$ cat config.mk
export PLATFORM = sky130hd
export DESIGN_NAME = jseq_top
export DESIGN_NICKNAME = d
export VERILOG_FILES = /design/src/rtl/jseq_pkg.sv /design/src/rtl/jseq_gate.sv /design/src/rtl/jseq_ring.sv /design/src/rtl/jseq_decode.sv /design/src/rtl/jseq_top.sv
export SDC_FILE = /design/constraint.sdc
export NUM_CORES = 1
export LEC_CHECK = 0
export ABC_AREA = 0
export BUFFER_PORTS_ARGS = -buffer_cell sky130_fd_sc_hd__buf_2
export CORE_MARGIN = 3
export CORE_UTILIZATION = 50
export CTS_CLUSTER_DIAMETER = 100
export DETAILED_ROUTE_END_ITERATION = 10
export PLACE_DENSITY = 0.79
export SYNTH_ARGS = -nofsm -noshare
export SYNTH_HDL_FRONTEND = slang
export SYNTH_SLANG_ARGS = --single-unit
$ cat constraint.sdc
create_clock -name clk -period 4.6 [get_ports clk]
set_input_delay 0.23 -clock clk [delete_from_list [all_inputs] [get_ports clk]]
set_output_delay 0.23 -clock clk [all_outputs]
set_load 0.02 [all_outputs]
$ cat src/rtl/jseq_pkg.sv
package jseq_pkg;

    // Number of ring stages; the ring yields twice as many phases.
    localparam int unsigned JS_STAGES = 4;

    // Per-edge action chosen by the gating logic.
    typedef enum logic [1:0] {
        STEP_RUN   = 2'd0,
        STEP_RESET = 2'd1,
        STEP_WAIT  = 2'd2,
        STEP_PAUSE = 2'd3
    } step_mode_e;

    // First phase covered by a window.
    function automatic int unsigned win_first(input int unsigned idx, input int unsigned nph);
        return idx % nph;
    endfunction

    // Span of a window in phases: single-phase windows first, then 2/3 alternating.
    function automatic int unsigned win_span(input int unsigned idx, input int unsigned nph);
        if (idx < nph)
            return 1;
        return 2 + (idx % 2);
    endfunction

endpackage

$ cat src/rtl/jseq_gate.sv
module jseq_gate
    import jseq_pkg::*;
(
    input  logic       rst,
    input  logic       wait_req,
    input  logic       pause_req,
    input  logic       at_home,
    output step_mode_e mode
);

    // Priority: reset, then wait, then pause at home, otherwise run.
    always_comb begin
        if (rst)
            mode = STEP_RESET;
        else if (wait_req)
            mode = STEP_WAIT;
        else if (pause_req && at_home)
            mode = STEP_PAUSE;
        else
            mode = STEP_RUN;
    end

endmodule

$ cat src/rtl/jseq_ring.sv
module jseq_ring
    import jseq_pkg::*;
#(
    parameter  int unsigned STAGES = JS_STAGES,
    localparam int unsigned NPH    = 2 * STAGES,
    localparam int unsigned PW     = $clog2(NPH)
) (
    input  logic              clk,
    input  step_mode_e        mode,
    output logic [STAGES-1:0] state,
    output logic [PW-1:0]     phase,
    output logic              at_home,
    output logic              cyc_end
);

    // Phase index of a legal twisted-ring pattern.
    function automatic logic [PW-1:0] ph_of(input logic [STAGES-1:0] s);
        int unsigned ones;
        ones = 0;
        for (int i = 0; i < STAGES; i++)
            ones += int'(s[i]);
        if (s[STAGES-1])
            return PW'((NPH - ones) % NPH);
        return PW'(ones);
    endfunction

    // Ring pattern that belongs to a phase index.
    function automatic logic [STAGES-1:0] code_of(input logic [PW-1:0] p);
        logic [STAGES-1:0] c;
        int unsigned pi;
        pi = int'(p);
        for (int i = 0; i < STAGES; i++) begin
            if (pi <= STAGES)
                c[i] = (i < pi);
            else
                c[i] = (i >= pi - STAGES);
        end
        return c;
    endfunction

    logic              legal;
    logic [STAGES-1:0] stepped;

    always_comb begin
        phase   = ph_of(state);
        legal   = (state == code_of(phase));
        at_home = (state == '0);
        // A pattern outside the ring's eight codes falls back to home.
        if (legal)
            stepped = {state[STAGES-2:0], ~state[STAGES-1]};
        else
            stepped = '0;
    end

    always_ff @(posedge clk) begin
        case (mode)
            STEP_RESET: begin
                state   <= '0;
                cyc_end <= 1'b0;
            end
            STEP_RUN: begin
                state   <= stepped;
                cyc_end <= legal && (phase == PW'(NPH - 1));
            end
            default: begin
                cyc_end <= 1'b0;
            end
        endcase
    end


    reset_home_chk: assert property (@(posedge clk)
        (mode == STEP_RESET) |=> (state == '0 && !cyc_end));


    advance_chk: assert property (@(posedge clk) disable iff (mode == STEP_RESET)
        (mode == STEP_RUN) |=> (int'(phase) == (int'($past(phase)) + 1) % NPH));


    hold_chk: assert property (@(posedge clk) disable iff (mode == STEP_RESET)
        (mode == STEP_WAIT || mode == STEP_PAUSE) |=> $stable(state));


    ring_form_chk: assert property (@(posedge clk) disable iff (mode == STEP_RESET)
        (mode == STEP_RUN) |=> legal);


    mark_home_chk: assert property (@(posedge clk) disable iff (mode == STEP_RESET)
        cyc_end |-> at_home);


    mark_once_chk: assert property (@(posedge clk) disable iff (mode == STEP_RESET)
        cyc_end |=> !cyc_end);

endmodule

$ cat src/rtl/jseq_decode.sv
module jseq_decode
    import jseq_pkg::*;
#(
    parameter  int unsigned STAGES = JS_STAGES,
    localparam int unsigned NPH    = 2 * STAGES,
    localparam int unsigned NWIN   = 2 * NPH,
    localparam int unsigned PW     = $clog2(NPH)
) (
    input  logic [STAGES-1:0] state,
    input  logic [PW-1:0]     phase,
    output logic [NPH-1:0]    seq,
    output logic [NWIN-1:0]   win
);

    // Stages first, then their complements: each lags the last by one step.
    assign seq = {~state, state};

    for (genvar n = 0; n < NWIN; n++) begin : g_win
        localparam int unsigned FIRST = win_first(n, NPH);
        localparam int unsigned SPAN  = win_span(n, NPH);
        assign win[n] = ((int'(phase) + NPH - FIRST) % NPH) < SPAN;
    end

endmodule

$ cat src/rtl/jseq_top.sv
module jseq_top
    import jseq_pkg::*;
#(
    parameter  int unsigned STAGES = JS_STAGES,
    localparam int unsigned NPH    = 2 * STAGES,
    localparam int unsigned NWIN   = 2 * NPH,
    localparam int unsigned PW     = $clog2(NPH)
) (
    input  logic            clk,
    input  logic            rst,
    input  logic            wait_req,
    input  logic            pause_req,
    output logic [NPH-1:0]  seq_o,
    output logic [NWIN-1:0] win_o,
    output logic            cyc_end_o
);

    step_mode_e        mode;
    logic              at_home;
    logic [STAGES-1:0] state;
    logic [PW-1:0]     phase;

    jseq_gate u_gate (
        .rst       (rst),
        .wait_req  (wait_req),
        .pause_req (pause_req),
        .at_home   (at_home),
        .mode      (mode)
    );

    jseq_ring #(.STAGES(STAGES)) u_ring (
        .clk     (clk),
        .mode    (mode),
        .state   (state),
        .phase   (phase),
        .at_home (at_home),
        .cyc_end (cyc_end_o)
    );

    jseq_decode #(.STAGES(STAGES)) u_dec (
        .state (state),
        .phase (phase),
        .seq   (seq_o),
        .win   (win_o)
    );


    seq_weight_chk: assert property (@(posedge clk) disable iff (rst)
        $countones(seq_o) == STAGES);


    step_flip_chk: assert property (@(posedge clk) disable iff (rst)
        (mode == STEP_RUN) |=> ($countones(seq_o ^ $past(seq_o)) == 2));


    pause_runs_chk: assert property (@(posedge clk) disable iff (rst)
        (pause_req && !wait_req && !at_home) |=> !$stable(seq_o));


    reset_wins_chk: assert property (@(posedge clk)
        (rst && (wait_req || pause_req)) |=> (seq_o == {{STAGES{1'b1}}, {STAGES{1'b0}}}));


    win_cover_chk: assert property (@(posedge clk) disable iff (rst)
        win_o != '0);

endmodule

# == Yosys cells after proc, flatten, opt, wreduce, memory -nomap -nowiden ==
# Index checks and enable logic that the tools add are counted.
# totals
regBits,5
word_cells,62
# op_classes
addsub,13
n_lt_le_gt_ge,25
eq_ne,3
n_mux,12
bitwise,2
reduce_logical,5
# ops
cell,n
$ge 1x32->1 const A,2
$ge 2x32->1 const A,2
$lt 3x1->1 const B,8
$lt 3x2->1 const B,8
$sub 3x3->3 const B,4
$pmux 4 s2,1
$add 3x1->3,2
$lt 1x3->1 const A,2
$lt 2x3->1 const A,2
$mux 2,3
$mux 3,2
$sub 3x2->3 const B,2
$mux 1,5
$eq 4x4->1,1
$logic_not 4->1,1
$mux 4,1
$not 4->4,1
$sub 3x3->4 const B,1
$add 3x1->3 const B,1
$eq 3x3->1 const B,1
$le 3x3->1 const B,1
$sub 1x3->3 const A,1
$sub 3x1->3 const B,1
$add 1x1->2,1
5 further kinds,6

# == Logic depth before layout (Yosys ltp) ==
# depth
ltp_word,12
ltp_mapped,16

# == Modules after synthesis ==
# A second synthesis with hierarchy kept.
# hier_totals
hier_cells,111
hier_area_um2,828.3
# modules_own_cells
mod,instances,cells_per_inst,area_each_um2,seq_area_each_um2
jseq_ring,1,70,591.8,140.1
jseq_decode,1,37,216.5,0.0
jseq_gate,1,4,20.0,0.0

# == Worst setup path before layout ==
# OpenSTA, ideal clock, no wires.
# synth_timing
kind,register to register
startpoint,register u_ring.state[1]
endpoint,"register u_ring.state[0], data pin"
setup_ps,271
arrival_ps,3607
required_ps,4329
setup_slack_ps,721
path_stages_with_launch,16
path_buffers,1
synth_period_minus_slack_ps,3879
cell_sequence,edfxtp_1 -> inv_1 -> ha_1 -> inv_1 -> fa_1 -> buf_2 -> nand2b_1 -> xnor2_1 -> inv_1 -> ha_1 -> inv_1 -> ha_1 -> nor2b_1 -> and2_1 -> a32o_1 -> nor4_1
# synth_via
elab_chain_cells,12
elab_cells_between_ends,30
cone_classes,5 x add/sub; 9 x order compare; 2 x eq/ne; 11 x mux; 3 x reduce/logical
# synth_lines
item,line,rtl
from (decl),jseq_ring.sv:10,"output logic [STAGES-1:0] state,"
from (signal assigned),jseq_ring.sv:62,state <= stepped;
$add 1x1->2,jseq_ring.sv:21,ones += int'(s[i]);
$add 3x1->3 (2 in a row),jseq_ring.sv:21,
$sub 1x3->3,jseq_ring.sv:23,return PW'((NPH - ones) % NPH);
$mux 3,jseq_ring.sv:22,if (s[STAGES-1])
$mux 3,jseq_ring.sv:24,return PW'(ones);
$sub 3x3->4,jseq_ring.sv:36,c[i] = (i >= pi - STAGES);
$ge 1x32->1 / $ge 2x32->1 (equally long branches),jseq_ring.sv:36,
$mux 1,jseq_ring.sv:33,if (pi <= STAGES)
$eq 4x4->1,jseq_ring.sv:46,legal = (state == code_of(phase));
$mux 4,jseq_ring.sv:49,if (legal)
$pmux 4 s2 (*),jseq_ring.sv:56,case (mode)
# Every way passes the cells marked *; elsewhere a longest branch is shown, timed or not. The select of a mux whose other input is x is not followed.
# A chain may end at the register's enable or synchronous reset.

# == Worst setup path after layout ==
# layout_timing
startpoint,register u_ring.state[1]
endpoint,"register u_ring.state[1], data pin"
# The elaborated chain is that of the path after synthesis.

==> results.toml <==
[outcome]
status = "complete, no violations"

[power_and_ir_drop]
pwr_density_cell_mw_per_mm2 = 380.6
p_seq_share_pct = 14.5
p_clk_share_pct = 12.6
ir_drop_mv = 0.2713
p_leak_uw = 0.0005510
p_sw_uw = 205.7
switching_share_pct = 51.55
share_comb_of_total_power_pct = 72.9
p_int_uw = 193.3

[final_layout]
layout_common_cells = "buf_2 (28), inv_1 (13), ha_1 (10)"
final_common_cell = "buf_2"
drive_gt1_share_pct = 31.25
synthToLayoutAreaGrowth_pct = 18.36
antenna_cells = 0
num-nets-final = 144

[global_routing]
grt_pass1_vias = 714
grt_first_pass_wirelength_mm = 3.022
grtUsageTotal_pct = 17.72
antenna_found_initial = 0
grt_overflow_total = 0
grt_max_degree = 19

[place]
gp_congestion = 0.7765
place_ws_ns = 0.4577
port_buffers = 28
dp_hpwl_mm = 1.633

[sta]
worst_pin_slew_ns = 0.5913
fin_ws_ns = 0.4536
slew_violations = 0
tns_ns = 0
rsz0062_at_grt = "no"
period_share_pct = 90.14
finalSetupViolations = 0
final-hold-violation-count = 0
fin_crit_ns = 4.146
fmax_mhz = 241.2
relSlewSlack_pct = 60.53
fin_skew_ns = 0.004207

[die]
io_pins = 29
coreArea_sq_mm = 0.001594
start_util_pct = 55.57
die_height_um = 48.09
die_w_um = 48.09
row_count = 14
dieArea_sq_mm = 0.002313

[yosys]
netlist_area_sq_um = 885.9
synth_ff_type = "edfxtp_1"
yosysSeqAreaShare_pct = 15.82
ys_ff_latch = 5
synthArstFlopShare_pct = 0
ys_warn_count = 0
synth-edff-count = 4
syn-num-nets = 115
avgSynthCellArea_sq_um = 8.859
syn_inst = 100
synth_cell_type_count = 44

[worst_setup_path]
arrival_ns = 4.20
worstPathMaxFanout = 18
cp-start-kind = "flip-flop"
end_kind = "flip-flop"
crit_type = "reg2reg"
cp.required_ns = 4.66

[clock_tree]
cts_buffers = 3
h-tree-depth = 1
cts_resized = 0
cts_setup_buffers = 0
cts_tree = "yes"
cts_buffer_depth = 2
clk_pin_slew_worst_paths_ns = 0.05
clk_latency_ns = 0.24
root_buffer = "clkbuf_4"
ctsHoldBuffers = 0
cts_sinks = 5

[route]
drcViolationCount = 0
drt-initial-drc-count = 23
vias_per_cell = 5.493
dr.pass1.iters = 4
ant_nets = 0
vias = 835
routed_wl_mm = 2.005
wl_per_cell_um = 13.19

[job]
maxCapViolCount = 0

[hold_path]
hold_class = "in2reg"
## power groups by stage
stage / clock, uW / combinational, uW / sequential [uW]
after detailed placement: 0 / 290 / 58.5
after floorplan: 0 / 218 / 60.0
after global routing: 53.7 / 316 / 58.4
after CTS: 51.7 / 292 / 57.7
after global placement: 0 / 283 / 58.5
final: 50.4 / 291 / 57.9
## Yosys cell counts, types with 2 or more instances
library cell | number | area (sq um)
buf_6 | 2 | 22.52
nor2_1 | 5 | 18.77
nand4_1 | 5 | 31.28
nor3_1 | 3 | 15.01
nand2_1 | 5 | 18.77
nor4_1 | 3 | 18.77
ha_1 | 10 | 125.1
a21oi_1 | 2 | 10.01
nor3b_1 | 2 | 15.01
and3_1 | 5 | 31.28
inv_1 | 13 | 48.80
nor4b_2 | 2 | 30.03
nor2b_1 | 2 | 12.51
mux2i_1 | 3 | 30.03
edfxtp_1 | 4 | 120.1
nand3_1 | 2 | 10.01
a21boi_0 | 3 | 22.52
xnor2_1 | 3 | 26.28
## kinds of logic (layout without fill, tap and decap cells)
kind of cell             Yosys count  in the layout  share of synthesized area, %
AO/OA/AOI/OAI                     15             15                         15.96
XOR/XNOR                           4              4                         5.509
adder cells (fa/ha/maj)           11             11                         16.38
buffers and inverters             18             46                         9.887
flip-flops                         5              5                         15.82
multiplexers                       3              3                         3.390
AND/OR/NAND/NOR                   44             44                         33.05
## per-layer routing
| layer | track usage [%] | share of wire (%) | vias to the layer above |
|---|---|---|---|
| li1 | - | - | 421 |
| met1 | 24.89 | 47 | 389 |
| met2 | 29.82 | 48 | 25 |
| met3 | 3.321 | 4.8 | 0 |
| met4 | 0.5376 | 0 | 0 |
| met5 | 0 | 0 | - |
## final cells by class
cell class	instances	area (sq um)
clock inverter	1	5.005
sequential	5	140.1
fill	138	545.5
timing repair buffer	28	140.1
tap	24	30.03
clock buffer	3	22.52
inverter	14	52.55
multi-input combinational	77	658.1
## stage by stage
| stage | instances | utilization [%] | area [sq um] | power, uW | hold slack [ns] |
|---|---|---|---|---|---|
| finish | 152 | 65.78 | 1049 | 399.0 | 0.3537 |
| global route | 152 | 65.78 | 1049 | 428.5 | 0.3782 |
| CTS | 152 | 65.78 | 1049 | 401.1 | 0.3505 |
| detailed placement | 148 | 64.05 | 1021 | 348.5 | 0.6096 |
| global placement | 148 | 64.05 | 1021 | 341.5 | 0.6004 |
| floorplan | 100 | - | 885.9 | 277.9 | 0.4757 |
## flip-flops by register name (all words and copies together), names as in the netlist
name,flops
u_ring.state,4
u_ring.cyc_end,1
## final timing paths
kind | start | end | slack, ns | cells past startpoint
setup / recovery | u_ring.state[1] | u_ring.state[1] | 0.45 | 14
hold / removal | rst | u_ring.cyc_end | 0.35 | 4
setup reg to reg | u_ring.state[1] | u_ring.state[1] | 0.45 | 14
hold reg to reg | u_ring.state[0] | u_ring.state[1] | 0.80 | 2
## worst max-delay path, cell delays in order (launching register included)
cell and delay, ns:
edfxtp_1 0.44, inv_1 0.16, ha_1 0.25, inv_1 0.07, fa_1 0.64, nand2b_1 0.33, xnor2_1 0.36, inv_1 0.14
ha_1 0.23, inv_1 0.10, ha_1 0.33, nor4b_2 0.09, o21ai_0 0.36, nand4b_4 0.18, nor4_1 0.27
Note: power is estimated with default switching activity, not from simulation.
